## src/rtl/bt_mailbox.sv

```systemverilog
module bt_mailbox #(
  parameter int DEPTH = 64
) (
  input  logic        clk,
  input  logic        rst_n,
  input  logic        reg_sel,
  input  logic        reg_wr,
  input  logic [2:0]  reg_word,
  input  logic [31:0] reg_wdata,
  output logic [31:0] reg_rdata,
  input  logic        rx_valid,
  input  logic [7:0]  rx_byte,
  input  logic        rx_eom,
  output logic        rx_ready,
  output logic        tx_valid,
  output logic [7:0]  tx_byte,
  output logic        tx_last,
  output logic        bad_ctrl,
  output logic        irq
);
  localparam int LW = $clog2(DEPTH + 1);
  localparam int IW = $clog2(DEPTH);
  localparam logic [LW-1:0] FULL = LW'(DEPTH);

  localparam logic [2:0] A_CFG = 3'd0, A_IEN = 3'd1, A_IST = 3'd2, A_SPR = 3'd3,
                         A_CTL = 3'd4, A_DAT = 3'd5, A_MSK = 3'd6;

  logic [31:0] cfg_q, ien_q, ist_q, spr_q, msk_q, rdata_q;
  logic        b_busy, h2b, xmit, irq_q, bad_q;
  logic        rx_wait, rx_ovf, rd_first;
  logic [LW-1:0] rx_len, rd_idx, tx_len, tx_cnt;
  logic [7:0]  rx_mem [DEPTH];
  logic [7:0]  tx_mem [DEPTH];

  wire wr_en  = reg_sel & reg_wr;
  wire rd_en  = reg_sel & ~reg_wr;
  wire ctl_wr = wr_en & (reg_word == A_CTL);
  wire [7:0] wd8 = reg_wdata[7:0];

  wire act_clrw = ctl_wr & wd8[0];
  wire act_clrr = ctl_wr & ~wd8[0] & wd8[1];
  wire act_h2b  = ctl_wr & (wd8[1:0] == 2'b00) & wd8[2];
  wire act_bb   = ctl_wr & (wd8[2:0] == 3'b000) & wd8[7];
  wire act_b2h  = ctl_wr & (wd8[2:0] == 3'b000) & ~wd8[7] & wd8[3];
  wire act_none = ctl_wr & ((wd8 & 8'h8F) == 8'h00);

  wire bb_next  = b_busy ^ act_bb;
  wire rx_rst   = ctl_wr & ~bb_next;
  wire start_tx = act_b2h & ~xmit;

  assign rx_ready = ~rx_wait & ~b_busy;
  wire eom_take = rx_eom & rx_ready & ~ctl_wr;
  wire rx_take  = rx_valid & ~rx_eom & rx_ready & ~ctl_wr;
  wire msg_done = eom_take & ~rx_ovf & (rx_len != '0);
  wire rx_store = rx_take & ~rx_ovf & (rx_len < FULL);
  wire tx_store = wr_en & (reg_word == A_DAT) & (tx_len < FULL);
  wire dat_rd   = rd_en & (reg_word == A_DAT);

  assign tx_valid  = xmit & (tx_cnt != tx_len);
  assign tx_byte   = tx_mem[tx_cnt[IW-1:0]];
  assign tx_last   = tx_valid & (tx_cnt == tx_len - LW'(1));
  assign reg_rdata = rdata_q;
  assign bad_ctrl  = bad_q;
  assign irq       = irq_q;

  wire [31:0] ctl_view = {24'd0, b_busy, xmit, 2'b00, xmit, h2b, 2'b00};

  always_ff @(posedge clk) begin
    if (rx_store) rx_mem[rx_len[IW-1:0]] <= rx_byte;
    if (tx_store) tx_mem[tx_len[IW-1:0]] <= reg_wdata[7:0];
  end

  always_ff @(posedge clk or negedge rst_n) begin
    if (!rst_n) begin
      cfg_q <= '0; ien_q <= '0; spr_q <= '0; msk_q <= '0;
    end else if (wr_en) begin
      case (reg_word)
        A_CFG: cfg_q <= reg_wdata;
        A_IEN: ien_q <= reg_wdata;
        A_SPR: spr_q <= reg_wdata;
        A_MSK: msk_q <= reg_wdata;
        default: ;
      endcase
    end
  end

  always_ff @(posedge clk or negedge rst_n) begin
    if (!rst_n) begin
      b_busy <= 1'b0; h2b <= 1'b0; bad_q <= 1'b0;
    end else begin
      b_busy <= bb_next;
      bad_q  <= act_none;
      if (act_h2b) h2b <= 1'b0;
      else if (msg_done) h2b <= 1'b1;
    end
  end

  always_ff @(posedge clk or negedge rst_n) begin
    if (!rst_n) begin
      rx_len <= '0; rx_ovf <= 1'b0; rx_wait <= 1'b0;
    end else if (rx_rst) begin
      rx_len <= '0; rx_ovf <= 1'b0; rx_wait <= 1'b0;
    end else begin
      if (msg_done && ien_q[0]) rx_wait <= 1'b1;
      if (rx_store) rx_len <= rx_len + LW'(1);
      else if (rx_take && !rx_ovf) rx_ovf <= 1'b1;
    end
  end

  always_ff @(posedge clk or negedge rst_n) begin
    if (!rst_n) begin
      rd_first <= 1'b1; rd_idx <= '0;
    end else if (act_clrr) begin
      rd_first <= 1'b1;
    end else if (dat_rd) begin
      if (rd_first) begin
        rd_first <= 1'b0; rd_idx <= '0;
      end else if (rd_idx < rx_len) begin
        rd_idx <= rd_idx + LW'(1);
      end
    end
  end

  always_ff @(posedge clk or negedge rst_n) begin
    if (!rst_n) begin
      tx_len <= '0; tx_cnt <= '0; xmit <= 1'b0;
    end else begin
      if (act_clrw) tx_len <= '0;
      else if (tx_store) tx_len <= tx_len + LW'(1);
      if (start_tx) begin
        xmit <= 1'b1; tx_cnt <= '0;
      end else if (xmit) begin
        if (tx_cnt == tx_len) xmit <= 1'b0;
        else tx_cnt <= tx_cnt + LW'(1);
      end
    end
  end

  always_ff @(posedge clk or negedge rst_n) begin
    if (!rst_n) begin
      ist_q <= '0; irq_q <= 1'b0;
    end else if (wr_en && reg_word == A_IST) begin
      ist_q <= ist_q ^ reg_wdata;
      irq_q <= 1'b0;
    end else begin
      if (msg_done && ien_q[0]) begin
        ist_q[0] <= 1'b1; irq_q <= 1'b1;
      end
      if (start_tx && ien_q[6]) begin
        ist_q[6] <= 1'b1; irq_q <= 1'b1;
      end
    end
  end

  always_ff @(posedge clk or negedge rst_n) begin
    if (!rst_n) begin
      rdata_q <= '0;
    end else if (rd_en) begin
      case (reg_word)
        A_CFG: rdata_q <= cfg_q;
        A_IEN: rdata_q <= ien_q;
        A_IST: rdata_q <= ist_q;
        A_SPR: rdata_q <= spr_q;
        A_CTL: rdata_q <= ctl_view;
        A_MSK: rdata_q <= msk_q;
        A_DAT: begin
          if (rd_first) rdata_q <= {{(32-LW){1'b0}}, rx_len};
          else if (rd_idx < rx_len) rdata_q <= {24'd0, rx_mem[rd_idx[IW-1:0]]};
          else rdata_q <= '0;
        end
        default: rdata_q <= '0;
      endcase
    end
  end
endmodule

```

## config.mk

```make
export PLATFORM = sky130hd
export DESIGN_NAME = bt_mailbox
export DESIGN_NICKNAME = d
export VERILOG_FILES = /design/src/rtl/bt_mailbox.sv
export SDC_FILE = /design/constraint.sdc
export NUM_CORES = 1
export LEC_CHECK = 0
export BUFFER_PORTS_ARGS = -buffer_cell sky130_fd_sc_hd__buf_2
export CAP_MARGIN = 20
export CORE_MARGIN = 2
export CORE_UTILIZATION = 63
export DETAILED_ROUTE_END_ITERATION = 10
export GPL_TIMING_DRIVEN = 1
export PLACE_DENSITY_LB_ADDON = 0.3
export SYNTH_ARGS = -nofsm -noshare
export SYNTH_HDL_FRONTEND = slang
export SYNTH_SLANG_ARGS = --single-unit
export TNS_END_PERCENT = 20
```

## constraint.sdc

```tcl
create_clock -name clk -period 5.9 [get_ports clk]
set_input_delay 0 -clock clk [delete_from_list [all_inputs] [get_ports clk]]
set_output_delay 0 -clock clk [all_outputs]
set_load 0.01 [all_outputs]
```

# == After elaboration in Yosys (flattened, before gate mapping) ==
# Memory sizes are Yosys's and may differ from the RTL's.
# Index checks and enable logic that the tools add are counted.
# word_totals
register_bits,228
latchBits,0
ramBits,1024
romBits,0
in_bits,49
out_inout_bits,45
word_cells,145
memories,2
# classes
add_sub_neg,5
multipliers,0
n_div,0
magnitude_cmp,3
n_eq_ne,11
shifts,0
mux,33
bitwise,43
reduce_logical,28
# mem_list
name,words,word_bits,read_ports,rd_ports_with_merged_regs,write_ports,line,source
rx_mem,64,8,1,0,1,32,logic [7:0] rx_mem [DEPTH];
tx_mem,64,8,1,0,1,33,logic [7:0] tx_mem [DEPTH];
# ops
cell,n
32-bit one-hot mux with 7 select lines,1
7-bit two-way mux,9
32-bit bitwise XOR,1
1-bit bitwise AND,30
"7-bit by 1-bit adder with 7-bit output, second input constant",4
1-bit two-way mux,21
2-bit nonzero test,10
8-bit two-way mux,2
7-bit == test,2
"7-bit less-than comparator, second input constant",2
2-bit AND reduction,6
1-bit NOT,11
"3-bit == test, second input constant",3
8-bit logical NOT,1
7-bit less-than comparator,1
7-bit != test,1
7-bit nonzero test,1
"7-bit by 1-bit subtractor with 7-bit output, second input constant",1
"3-bit by 2-bit == test with 1-bit output, second input constant",2
3-bit logical NOT,2
1-bit logical AND,4
"2-bit != test, second input constant",2
"3-bit by 1-bit == test with 1-bit output, second input constant",1
3-bit AND reduction,1
other kinds (4),4

# == Longest topological paths before layout ==
# depth
ltp_word,10
mapped_depth,10
mapped_depth_nobuf,8

# == Worst setup path after synthesis ==
# No wires, ideal clock.
# synth_path
kind,register to register
from,reg tx_len[6]
to,"mem tx_mem[48][0], enable pin"
setup_time_ps,395
arrival_time_ps,2051
required_ps,5505
path_slack_ps,3455
path_stages_with_launch,5
path_buffers,1
synth_period_minus_slack_ps,2445
path_cell_list,dfrtp_1 -> nor3_2 -> clkbuf_1 -> nand3_1 -> nor4_1
# synth_between
elab_chain_cells,4
# synth_lines
item,line,source
"start, declared",31,"logic [LW-1:0] rx_len, rd_idx, tx_len, tx_cnt;"
"start signal, assigned",129,else if (tx_store) tx_len <= tx_len + LW'(1);
7-bit less-than comparator,56,wire tx_store = wr_en & (reg_word == A_DAT) & (tx_len < FULL);
1-bit bitwise AND,56,
1-bit two-way mux,70,if (tx_store) tx_mem[tx_len[IW-1:0]] <= reg_wdata[7:0];
1-bit two-way mux (not written as such),70,
"end, declared",33,
# Every way passes these cells.

# == Worst setup path after layout ==
# layout_path
from,reg tx_cnt[0]
to,out tx_byte[0]
# layout_between
elab_chain_cells,1
# layout_lines
item,line,source
"start, declared",31,
"start signal, assigned",134,else tx_cnt <= tx_cnt + LW'(1);
memory 64 x 8 bit,--,
"end, declared",16,"output logic [7:0] tx_byte,"
# Every way passes these cells.

==> results.py <==
metrics = {
    "status": {
        "outcome": "completed",
    },
    "critical_path": {
        "worstSetupEndpointType": "output port",
        "cp.buffers_inverters": 2,
        "critPathTopFamily": "multiplexers",
        "r2r_start": "rx_len[6]",
        "reg2regPathDepth": 5,
        "crit_path_start": "tx_cnt[0]",
        "required_ns": 5.90,
        "critPathMaxStageDelay_ns": 0.98,
        "crit_top_cell": "mux4_2",
        "crit_fanout": 42,
        "worstPathCellList": "buf_4 -> mux4_2 -> mux4_2 -> a22oi_1 -> nand2_1 -> buf_2",
        "timing.rr.end": "rx_mem[50][6]",
        "arrival_ns": 3.94,
        "crit_path_start_kind": "flip-flop",
        "critical_path_class": "flip-flop to output port",
        "crit_slowest_cell": "dfrtp_4",
        "ff2ff_setup_slack_ns": 2.36,
    },
    "clocking": {
        "cts_resized": 0,
        "htree_levels": 3,
        "cts.reportedPaths.clkPinSlew_ns": 0.06,
        "clk_latency_ns": 0.71,
        "clock_path_buffers": 3,
        "clockRootBuffer": "clkbuf_16",
        "numCtsBuffers": 118,
        "clock-sinks": 1252,
        "cts_tree": "yes",
    },
    "power": {
        "switching_share": 0.283,
        "comb_power_share": 0.229,
        "powerDensity_nw_per_um2": 424,
        "p_sw_mw": 6.76,
        "p_seq_frac": 0.443,
        "internal_power_mw": 17.1,
        "fin_total_pwr_mw": 23.9,
        "p_leak_nw": 18.9,
        "p_clk_frac": 0.328,
        "max-vdd-ir-drop_uv": 441,
    },
    "global_routing": {
        "grt-ovfl-total": 0,
        "grt_max_degree": 140,
        "grt.total_usage": 0.297,
        "grt_antenna_before_repair": 5,
        "grt_pass1_wl_um": 180000,
        "grt_pass1_vias": 27300,
    },
    "die": {
        "core_um2": 78900,
        "io_pins": 94,
        "initial_core_util": 0.636,
        "dieArea_um2": 81900,
        "fp.dieW_um": 286,
        "die_h_um": 286,
        "rows": 103,
    },
    "routing": {
        "wl_per_cell_um": 30.5,
        "vias_per_cell": 6.80,
        "num_vias": 26800,
        "drt-total-wl_um": 120000,
        "drt_iter0_markers": 3686,
        "ant_nets": 0,
        "firstDrtPassIters": 7,
        "drc": 0,
    },
    "place": {
        "dpl_cell_area_um2": 51700,
        "place.gp.congestion": 0.973,
        "pre_cts_ws_ns": 2.28,
        "hpwlAfterDp_um": 70800,
        "io_buffers": 93,
    },
    "synthesis": {
        "syn_area_um2": 50200,
        "synth_top_area_share": 0.613,
        "synth_area_leaders": "edfxtp_1, mux4_2, dfrtp_1, mux2_2, nor2_1",
        "post-synth-top-count-cell": "edfxtp_1",
        "yosys_warnings": 0,
        "synth_flop_cell": "edfxtp_1",
        "ys_async_sr_fraction": 0.182,
        "yosys-top-cells-count": "edfxtp_1, mux4_2, dfrtp_1",
        "synth_top_cell_by_area": "edfxtp_1",
        "ys_seq_area_frac": 0.727,
        "syn_area_per_cell_um2": 19.1,
        "synth_edf_count": 1024,
        "syn_inst": 2620,
        "synth-seq-cells": 1252,
        "synth.distinct_cells": 75,
        "syn_nets": 2681,
    },
    "sta": {
        "fmax_mhz": 254,
        "min_period_ns": 3.94,
        "hold_violations": 0,
        "worst_pin_slew_ns": 1.04,
        "max-slew-margin-rel": 0.302,
        "rsz0062_at_grt": "false",
        "postLayoutSetupSlackWorst_ns": 1.96,
        "fin_tns_setup_ns": 0,
        "clock_skew_ns": 0.0284,
        "setup_viol": 0,
        "period_share": 0.668,
        "maxSlewViolCount": 0,
    },
    "layout": {
        "postLayoutCellArea_um2": 56300,
        "nets": 2845,
        "drive_gt1_frac": 0.265,
        "area_delta_synth_final_pct": 12.2,
    },
    "flow_run": {
        "cap_violations": 0,
    },
    "worst_hold_path": {
        "min_path_type": "input port to async pin",
    },
}
## repair_timing
item / in CTS / in global routing
setup buffers: 0 / 0
hold buffers: 39 / 6
endpoints found under the setup margin: 0 / 0
hold endpoints to repair: 393 / 177
## layer usage
metal  GRT usage  share of wire
met4       0.115          0.044
met5           0              0
met1       0.410           0.37
met3      0.0471          0.087
met2       0.488           0.50
## area by class of cell
cell class / count / area [µm²]
clock buffer: 131 / 3000
antenna: 1 / 2.50
sequential: 1252 / 36500
inverter: 23 / 86.3
clock inverter: 88 / 1000
tap: 1050 / 1310
timing repair buffer: 193 / 1490
fill: 4555 / 22600
multi-input combinational: 1196 / 12900
## flip-flops by register name, summed over array words and instances, names as in the netlist, 7 cells and up
register,count
ist_q,32
rx_mem,512
rx_len,7
tx_len,7
tx_cnt,7
reg_rdata,32
rd_idx,7
msk_q,32
spr_q,32
cfg_q,32
ien_q,32
tx_mem,512
## worst reg2reg max path: stages (launching register included)
cell	delay (ns)
dfrtp_1	0.43
nor3b_1	0.44
o2111ai_1	0.62
nor2_1	0.58
nand3_1	0.35
nor2_1	0.75
## cell usage in the layout (no fill, tap or decap), types with 18 or more instances in the layout
cell type         n
dfrtp_1         222
bufinv_16        18
clkbuf_16       118
edfxtp_1       1024
buf_4            38
nor2_1          179
a22oi_1          74
o21ai_0          35
nand2_1         116
mux2_2          117
mux2i_1          51
dlygate4sd3_1    45
inv_1            23
nand3_1          30
xnor2_1          43
a21oi_1          25
buf_2            96
mux4_2          300
xor2_1           18
clkinv_2         26
clkinv_1         26
## power groups by stage
| stage | registers, mW | clock network [mW] | logic (mW) |
|---|---|---|---|
| after floorplan | 10.4 | 0 | 4.06 |
| after global placement | 10.8 | 0 | 5.13 |
| after detailed placement | 10.8 | 0 | 5.25 |
| after CTS | 10.7 | 7.88 | 5.34 |
| after global routing | 10.7 | 8.21 | 5.71 |
| final | 10.6 | 7.83 | 5.47 |
## how the worst max path moves through the flow
stage | cells after the start | to
floorplan | 4 | tx_mem[48][0]
CTS | 6 | tx_byte[0]
global route | 6 | tx_byte[0]
finish | 6 | tx_byte[0]
global placement | 6 | rx_mem[47][2]
detailed placement | 5 | tx_mem[59][1]
## metrics by stage
step | std cells | util | hold slack (ns)
floorplan | 2620 | - | -0.296
finish | 3934 | 0.714 | 0.0145
global placement | 3653 | 0.654 | 0.179
detailed placement | 3660 | 0.655 | 0.214
CTS | 3918 | 0.711 | 0.0112
global route | 3934 | 0.714 | 0.0310
## logic make-up (layout without fill, tap and decap cells)
kind of cell,count (synthesis),after routing,share of synthesized area
buf+inv,172,435,0.0162
flops,1252,1252,0.727
simple gates,428,428,0.0390
fa+ha+maj,12,12,0.00299
compound gates,211,211,0.0298
xor+xnor,61,61,0.0106
mux,484,484,0.175
other cells,0,1,0
Note: power is estimated with default switching activity, not from simulation.
